--- src/rtl/res_fifo_pkg.sv ---
package res_fifo_pkg;
  // Per-cycle decisions made by the pointer control
  typedef struct packed {
    logic push;     // store the incoming result
    logic pop;      // move the head into the read register
    logic clobber;  // full queue, overwrite policy: retire oldest
  } rf_op_t;
endpackage

--- src/rtl/rf_ptr_ctrl.sv ---
module rf_ptr_ctrl
  import res_fifo_pkg::*;
#(
  parameter int DEPTH = 4,
  localparam int PTR_W = $clog2(DEPTH),
  localparam int CNT_W = $clog2(DEPTH + 1)
) (
  input  logic             clk,
  input  logic             rst_n,
  input  logic             push_i,
  input  logic             pop_i,
  input  logic             clobber_i,
  output rf_op_t           op_o,
  output logic [PTR_W-1:0] wr_ptr_o,
  output logic [PTR_W-1:0] rd_ptr_o,
  output logic [CNT_W-1:0] fill_o,
  output logic             spill_o
);
  localparam logic [CNT_W-1:0] FULL_CNT = CNT_W'(DEPTH);
  localparam logic [PTR_W-1:0] LAST_PTR = PTR_W'(DEPTH - 1);

  logic [PTR_W-1:0] wr_ptr_q, wr_ptr_d;
  logic [PTR_W-1:0] rd_ptr_q, rd_ptr_d;
  logic [CNT_W-1:0] fill_q, fill_d;
  logic             spill_q, spill_d;
  logic             full, empty, retire;
  rf_op_t           op;

  always_comb begin
    full       = (fill_q == FULL_CNT);
    empty      = (fill_q == '0);
    op.pop     = pop_i & ~empty;
    op.clobber = push_i & full & ~op.pop & clobber_i;
    op.push    = push_i & (~full | op.pop | clobber_i);
    retire     = op.pop | op.clobber;
    spill_d    = push_i & full & ~op.pop;

    wr_ptr_d = wr_ptr_q;
    if (op.push) wr_ptr_d = (wr_ptr_q == LAST_PTR) ? '0 : wr_ptr_q + 1'b1;
    rd_ptr_d = rd_ptr_q;
    if (retire) rd_ptr_d = (rd_ptr_q == LAST_PTR) ? '0 : rd_ptr_q + 1'b1;

    fill_d = fill_q;
    if (op.push && !retire) fill_d = fill_q + 1'b1;
    else if (!op.push && retire) fill_d = fill_q - 1'b1;
  end

  always_ff @(posedge clk or negedge rst_n) begin
    if (!rst_n) begin
      wr_ptr_q <= '0;
      rd_ptr_q <= '0;
      fill_q   <= '0;
      spill_q  <= 1'b0;
    end else begin
      wr_ptr_q <= wr_ptr_d;
      rd_ptr_q <= rd_ptr_d;
      fill_q   <= fill_d;
      spill_q  <= spill_d;
    end
  end

  assign op_o     = op;
  assign wr_ptr_o = wr_ptr_q;
  assign rd_ptr_o = rd_ptr_q;
  assign fill_o   = fill_q;
  assign spill_o  = spill_q;
endmodule

--- src/rtl/rf_store.sv ---
module rf_store
  import res_fifo_pkg::*;
#(
  parameter int DATA_W = 12,
  parameter int DEPTH  = 4,
  localparam int PTR_W = $clog2(DEPTH)
) (
  input  logic              clk,
  input  logic              rst_n,
  input  rf_op_t            op_i,
  input  logic [PTR_W-1:0]  wr_ptr_i,
  input  logic [PTR_W-1:0]  rd_ptr_i,
  input  logic [DATA_W-1:0] wdata_i,
  output logic [DATA_W-1:0] head_o,
  output logic [DATA_W-1:0] newest_o
);
  logic [DATA_W-1:0] slot_q [DEPTH];
  logic [DATA_W-1:0] head_q, newest_q;

  // Storage slots: no reset, each with its own write enable
  for (genvar g = 0; g < DEPTH; g++) begin : g_slot
    logic slot_we;
    assign slot_we = op_i.push && (wr_ptr_i == PTR_W'(g));
    always_ff @(posedge clk) begin
      if (slot_we) slot_q[g] <= wdata_i;
    end
  end

  always_ff @(posedge clk or negedge rst_n) begin
    if (!rst_n) begin
      head_q   <= '0;
      newest_q <= '0;
    end else begin
      if (op_i.pop)  head_q   <= slot_q[rd_ptr_i];
      if (op_i.push) newest_q <= wdata_i;
    end
  end

  assign head_o   = head_q;
  assign newest_o = newest_q;
endmodule

--- src/rtl/rf_watermark.sv ---
module rf_watermark #(
  parameter int DEPTH = 4,
  localparam int CNT_W = $clog2(DEPTH + 1),
  localparam int WM_W  = $clog2(DEPTH)
) (
  input  logic [CNT_W-1:0] fill_i,
  input  logic [WM_W-1:0]  thresh_i,
  output logic             ready_o
);
  logic [CNT_W-1:0] level_need;
  always_comb begin
    level_need = CNT_W'(thresh_i) + 1'b1;
    ready_o    = (fill_i >= level_need);
  end
endmodule

--- src/rtl/res_fifo_wm.sv ---
module res_fifo_wm
  import res_fifo_pkg::*;
#(
  parameter int DATA_W = 12,
  parameter int DEPTH  = 4,
  localparam int PTR_W = $clog2(DEPTH),
  localparam int CNT_W = $clog2(DEPTH + 1),
  localparam int WM_W  = $clog2(DEPTH)
) (
  input  logic              clk,
  input  logic              rst_n,
  input  logic              push_i,
  input  logic [DATA_W-1:0] push_data_i,
  input  logic              pop_i,
  input  logic              clobber_i,
  input  logic [WM_W-1:0]   thresh_i,
  output logic [DATA_W-1:0] head_o,
  output logic [DATA_W-1:0] newest_o,
  output logic [CNT_W-1:0]  fill_o,
  output logic              ready_o,
  output logic              spill_o
);
  rf_op_t           op;
  logic [PTR_W-1:0] wr_ptr, rd_ptr;

  rf_ptr_ctrl #(.DEPTH(DEPTH)) u_ctrl (
    .clk(clk), .rst_n(rst_n), .push_i(push_i), .pop_i(pop_i),
    .clobber_i(clobber_i), .op_o(op), .wr_ptr_o(wr_ptr), .rd_ptr_o(rd_ptr),
    .fill_o(fill_o), .spill_o(spill_o)
  );

  rf_store #(.DATA_W(DATA_W), .DEPTH(DEPTH)) u_store (
    .clk(clk), .rst_n(rst_n), .op_i(op), .wr_ptr_i(wr_ptr), .rd_ptr_i(rd_ptr),
    .wdata_i(push_data_i), .head_o(head_o), .newest_o(newest_o)
  );

  rf_watermark #(.DEPTH(DEPTH)) u_wm (
    .fill_i(fill_o), .thresh_i(thresh_i), .ready_o(ready_o)
  );
endmodule

--- config.mk ---
export PLATFORM = sky130hd
export DESIGN_NAME = res_fifo_wm
export DESIGN_NICKNAME = d
export VERILOG_FILES = /design/src/rtl/res_fifo_pkg.sv /design/src/rtl/rf_ptr_ctrl.sv /design/src/rtl/rf_store.sv /design/src/rtl/rf_watermark.sv /design/src/rtl/res_fifo_wm.sv
export SDC_FILE = /design/constraint.sdc
export NUM_CORES = 1
export LEC_CHECK = 0
export BUFFER_PORTS_ARGS = -buffer_cell sky130_fd_sc_hd__buf_2
export CAP_MARGIN = 40
export CORE_MARGIN = 4
export CORE_UTILIZATION = 36
export DETAILED_ROUTE_END_ITERATION = 10
export PLACE_DENSITY = 0.53
export SETUP_SLACK_MARGIN = 0.1
export SYNTH_ARGS = -nofsm -noshare
export SYNTH_HDL_FRONTEND = slang
export SYNTH_HIERARCHICAL = 1
export SYNTH_SLANG_ARGS = --single-unit
--- constraint.sdc ---
create_clock -name clk -period 3.4 [get_ports clk]
set_clock_uncertainty 0.15 [all_clocks]
set_input_delay 0.68 -clock clk [delete_from_list [all_inputs] [get_ports clk]]
set_output_delay 0.68 -clock clk [all_outputs]
set_load 0.01 [all_outputs]
Word level (Yosys, flattened, before mapping)
Memory sizes are Yosys's and may differ from the RTL's. A register that Yosys moved wholly into a read port is not among the register bits.
Cells that the tools add are included.
Widths: inputs -> output; s select.
{ "word_totals": {"memories": 1, "ff_bits": 20, "mem_bits_rw": 48, "word_cells": 64, "in_bits": 19} }
{ "classes": {"reduce_logical": 15, "mux": 21, "n_lt_le_gt_ge": 1, "bitwise_logic": 11, "eq_ne": 5, "n_addsub": 5} }
{ "memory_table": {"columns": ["memory", "words", "word_bits", "rd", "rd_clocked_by_memory_dff", "wr", "line", "text"], "rows": [
  ["u_store.slot_q", 4, 12, 1, 1, 1, "rf_store.sv:17", "logic [DATA_W-1:0] slot_q [DEPTH];"]
]} }
{ "op_table": {"columns": ["op", "count"], "rows": [
  ["$mux 12", 3],
  ["$reduce_or 12->1", 3],
  ["$mux 1", 11],
  ["$mux 2", 5],
  ["$eq 2x2->1 const B", 3],
  ["$logic_and 1x1->1", 6],
  ["$mux 3", 2],
  ["$and 1x1->1", 5],
  ["$add 2x1->2 const B", 2],
  ["$add 2x1->3 const B", 1],
  ["$add 3x1->3 const B", 1],
  ["$eq 3x3->1 const B", 1],
  ["$ge 3x3->1", 1],
  ["$logic_not 1->1", 3],
  ["$logic_not 3->1", 1],
  ["$not 1->1", 3],
  ["$or 1x1->1", 3],
  ["$sub 3x1->3 const B", 1],
  ["$eq 2x1->1 const B", 1],
  ["$logic_not 2->1", 1],
  ["$reduce_bool 2->1", 1]
]} }

Logic depth before layout (Yosys ltp)
{ "logic_depth": {"depth_word": 13, "depth_mapped": 9, "ltp_nobuf": 9} }

Cells and area by module
Netlist, hierarchy kept.
{ "modules_own_cells": {"columns": ["mod", "cells_per_inst", "n_inst", "area_per_inst_um2", "seq_area_each_um2"], "rows": [
  ["rf_store", 147, 1, 2716.4, 2042.0],
  ["rf_ptr_ctrl", 33, 1, 439.2, 200.2],
  ["rf_watermark", 12, 1, 85.1, 0.0]
]} }

Least setup slack after synthesis
OpenSTA, ideal clock, no wires.
{ "synth_path": {"kind": "register to register", "start": "reg u_ctrl.fill_q[2] (netlist: u_ctrl/fill_o[2])", "end": "mem u_store.slot_q[0][0] (enable)", "synth_period_minus_slack_ns": 2.686, "t_arrival_ns": 2.137, "path_buffers": 2, "path_stages_with_launch": 7, "path_slack_ns": 0.714, "t_required_ns": 2.851, "path_cell_list": "dfrtp_1 or3b_4 o31ai_4 inv_1 buf_2 buf_6 nor3b_1"} }
{ "synth_rtl": {"columns": ["item", "line", "text"], "rows": [
  ["start, declared", "rf_ptr_ctrl.sv:24", "logic [CNT_W-1:0] fill_q, fill_d;"],
  ["start signal, assigned", "rf_ptr_ctrl.sv:57", "fill_q <= fill_d;"],
  ["end, declared", "rf_store.sv:17", null]
]} }

==> out/summary.json <==
{
  "finalWorstPathRequiredPeriod": {"value": 2560, "unit": "ps"},
  "gpl.final_weighted_congestion": {"value": 0.679},
  "largest_net_degree_at_the_start_of_global_routing": {"value": 33},
  "port_buffers": {"value": 47},
  "r2r_start": {"value": "u_ctrl/fill_o[1]"},
  "cp_cell_sequence": {"value": "or3b_4 > o31ai_4 > inv_1 > ha_1 > inv_1 > fa_1 > mux2_2"},
  "postCtsResizedCells": {"value": 0},
  "drt-vias-per-instance": {"value": 4.81},
  "post_cts_setup_repair_buffer_count": {"value": 0},
  "clk_latency": {"value": 340, "unit": "ps"},
  "layout-area-overhead-vs-synth": {"value": 16.3, "unit": "%"},
  "drv_slew": {"value": 0},
  "antenna_found_initial": {"value": 0},
  "fin_crit_sh": {"value": 0.752},
  "clk_pin_slew_worst_paths": {"value": 80, "unit": "ps"},
  "rsz_0062_raised_after_global_routing": {"value": "no"},
  "diodes": {"value": 0},
  "detail_route.wirelength": {"value": 5850, "unit": "um"},
  "status": {"value": "completed"},
  "coreArea": {"value": 8720, "unit": "um^2"},
  "fmax": {"value": 391, "unit": "MHz"},
  "fin_setup_tns": {"value": 0, "unit": "ps"},
  "finalNetCount": {"value": 271},
  "postRouteAntennaNets": {"value": 0},
  "synth_area_per_cell": {"value": 17.0, "unit": "um^2"},
  "routedWlPerCell": {"value": 16.4, "unit": "um"},
  "power.density": {"value": 796, "unit": "nW/um^2"},
  "drc": {"value": 0},
  "ir_worst_vdd": {"value": 0.439, "unit": "mV"},
  "clk_path_buf_depth": {"value": 2},
  "grt_use_total": {"value": 0.118},
  "worstSetupPathType": {"value": "reg -> reg"},
  "hold_viol_final": {"value": 0},
  "cp_max_fo": {"value": 8},
  "root_buffer": {"value": "clkbuf_8"},
  "die_height": {"value": 103, "unit": "um"},
  "tightestPinTransition": {"value": 780, "unit": "ps"},
  "start_util": {"value": 0.370},
  "clock-sinks": {"value": 80},
  "drive_gt1_frac": {"value": 0.349},
  "top_level_ports": {"value": 48},
  "class_of_the_tightest_hold_or_removal_check": {"value": "in -> async"},
  "reg2reg_to": {"value": "u_ctrl/fill_o[1]"},
  "timing.final.setup_violations": {"value": 0},
  "number_of_global_route_vias_before_repair": {"value": 1686},
  "maxCapViolCount": {"value": 0},
  "grt_pass1_wl": {"value": 8980, "unit": "um"},
  "width_of_the_die": {"value": 103, "unit": "um"},
  "drtPass1Iterations": {"value": 4},
  "max_slew_margin": {"value": 0.480},
  "startpoint_types": {"value": "register"},
  "postSynthNetCount": {"value": 217},
  "synth.cell_area": {"value": 3230, "unit": "um^2"},
  "worst-r2r-cell-count": {"value": 7},
  "worst_path_max_delay_cell": {"value": "dfrtp_1"},
  "power_leakage": {"value": 1.53, "unit": "nW"},
  "critPathCapture": {"value": "u_ctrl/fill_o[1]"},
  "r2r_slack": {"value": 840, "unit": "ps"},
  "synth-warning-count": {"value": 6},
  "crit_path_start": {"value": "u_ctrl/fill_o[1]"},
  "clock_tree.htree_level_count": {"value": 3},
  "drc_violation_total_after_the_first_tritonroute_iteration": {"value": 67},
  "crit_path_frequent_cell": {"value": "inv_1"},
  "num_rows": {"value": 34},
  "critPathMaxStageDelay": {"value": 470, "unit": "ps"},
  "detailed_place_hpwl": {"value": 3770, "unit": "um"},
  "die_area": {"value": 10500, "unit": "um^2"},
  "overflow": {"value": 0},
  "arrival": {"value": 2630, "unit": "ps"},
  "total_cts_buffers": {"value": 9},
  "cp-end-kind": {"value": "register"},
  "timing.critical_path.required": {"value": 3480, "unit": "ps"},
  "postSynthCellCount": {"value": 190},
  "total_number_of_vias": {"value": 1716},
  "number_of_hold_buffers_added_after_cts": {"value": 0},
  "fin_hold_ws": {"value": 266, "unit": "ps"},
  "tritoncts_clock_tree": {"value": "done"}
}
[critical path: cells and delay by family, from the launching register on]
kind            cells  cell delay [ps]
mux                 1              260
buf+inv             2              240
fa+ha+maj           2              650
compound gates      1              230
flops               1              470
simple gates        1              440
[metal layers]
layer,track usage,vias up,wire [um]
met5,0,-,0
met1,0.147,852,2660
met3,0.0480,4,298
met4,0.0323,0,48
li1,-,818,-
met2,0.192,42,2850
[cell type report]
| type | count | area, um^2 |
|---|---|---|
| fillers | 787 | 4960 |
| clock inverters | 6 | 58.8 |
| well taps | 108 | 135 |
| multi-input cells | 96 | 891 |
| flip-flops and latches | 80 | 2240 |
| repair buffers | 51 | 269 |
| inverters | 6 | 22.5 |
| clock buffers | 10 | 138 |
[worst min-delay path by stage]
stage	startpoint	end	slack (ps)	depth (start not counted)
finish	rst_n	u_store/newest_o[6]	270	1
global route	rst_n	u_store/head_o[7]	310	1
CTS	rst_n	u_store/newest_o[6]	300	1
detailed placement	u_store/head_o[7]	u_store/head_o[7]	330	2
global placement	u_store/head_o[9]	u_store/head_o[9]	330	2
floorplan	rst_n	u_ctrl/fill_o[0]	230	0
[cells in the final DEF (no fill, tap or decap), drive strengths merged, types with 2 or more instances in the layout]
master    instances
buf              51
edfxtp           48
dfrtp            32
mux2i            24
mux2             17
nand2b           13
o221ai           12
clkbuf           10
ha                7
inv               6
nor2              4
nand2             3
clkinv            3
clkinvlp          2
xor2              2
nor3b             2
[where the power goes]
group / internal [mW] / total (mW) / switching (mW)
clock network: 0.354 / 0.680 / 0.326
registers: 1.29 / 1.43 / 0.139
logic: 0.403 / 0.878 / 0.475
[per-stage QoR]
stage | setup slack (ps) | power, mW | utilization | cells | instance area (um^2)
6_report | 843 | 2.99 | 0.431 | 357 | 3760
5_1_grt | 710 | 3.19 | 0.431 | 357 | 3760
4_1_cts | 814 | 3.04 | 0.431 | 357 | 3760
3_5_place_dp | 754 | 2.36 | 0.408 | 341 | 3560
3_3_place_gp | 711 | 2.33 | 0.407 | 340 | 3550
2_1_floorplan | 722 | 2.09 | - | 190 | 3230
[sequential cells by signal (all words and copies together), names as in the netlist]
| register | count |
|---|---|
| u_store/newest_o | 12 |
| u_store/slot_q | 48 |
| u_ctrl/rd_ptr_o | 2 |
| u_ctrl/spill_o | 1 |
| u_store/head_o | 12 |
| u_ctrl/fill_o | 3 |
| u_ctrl/wr_ptr_o | 2 |
(Power assumes the default switching activity.)
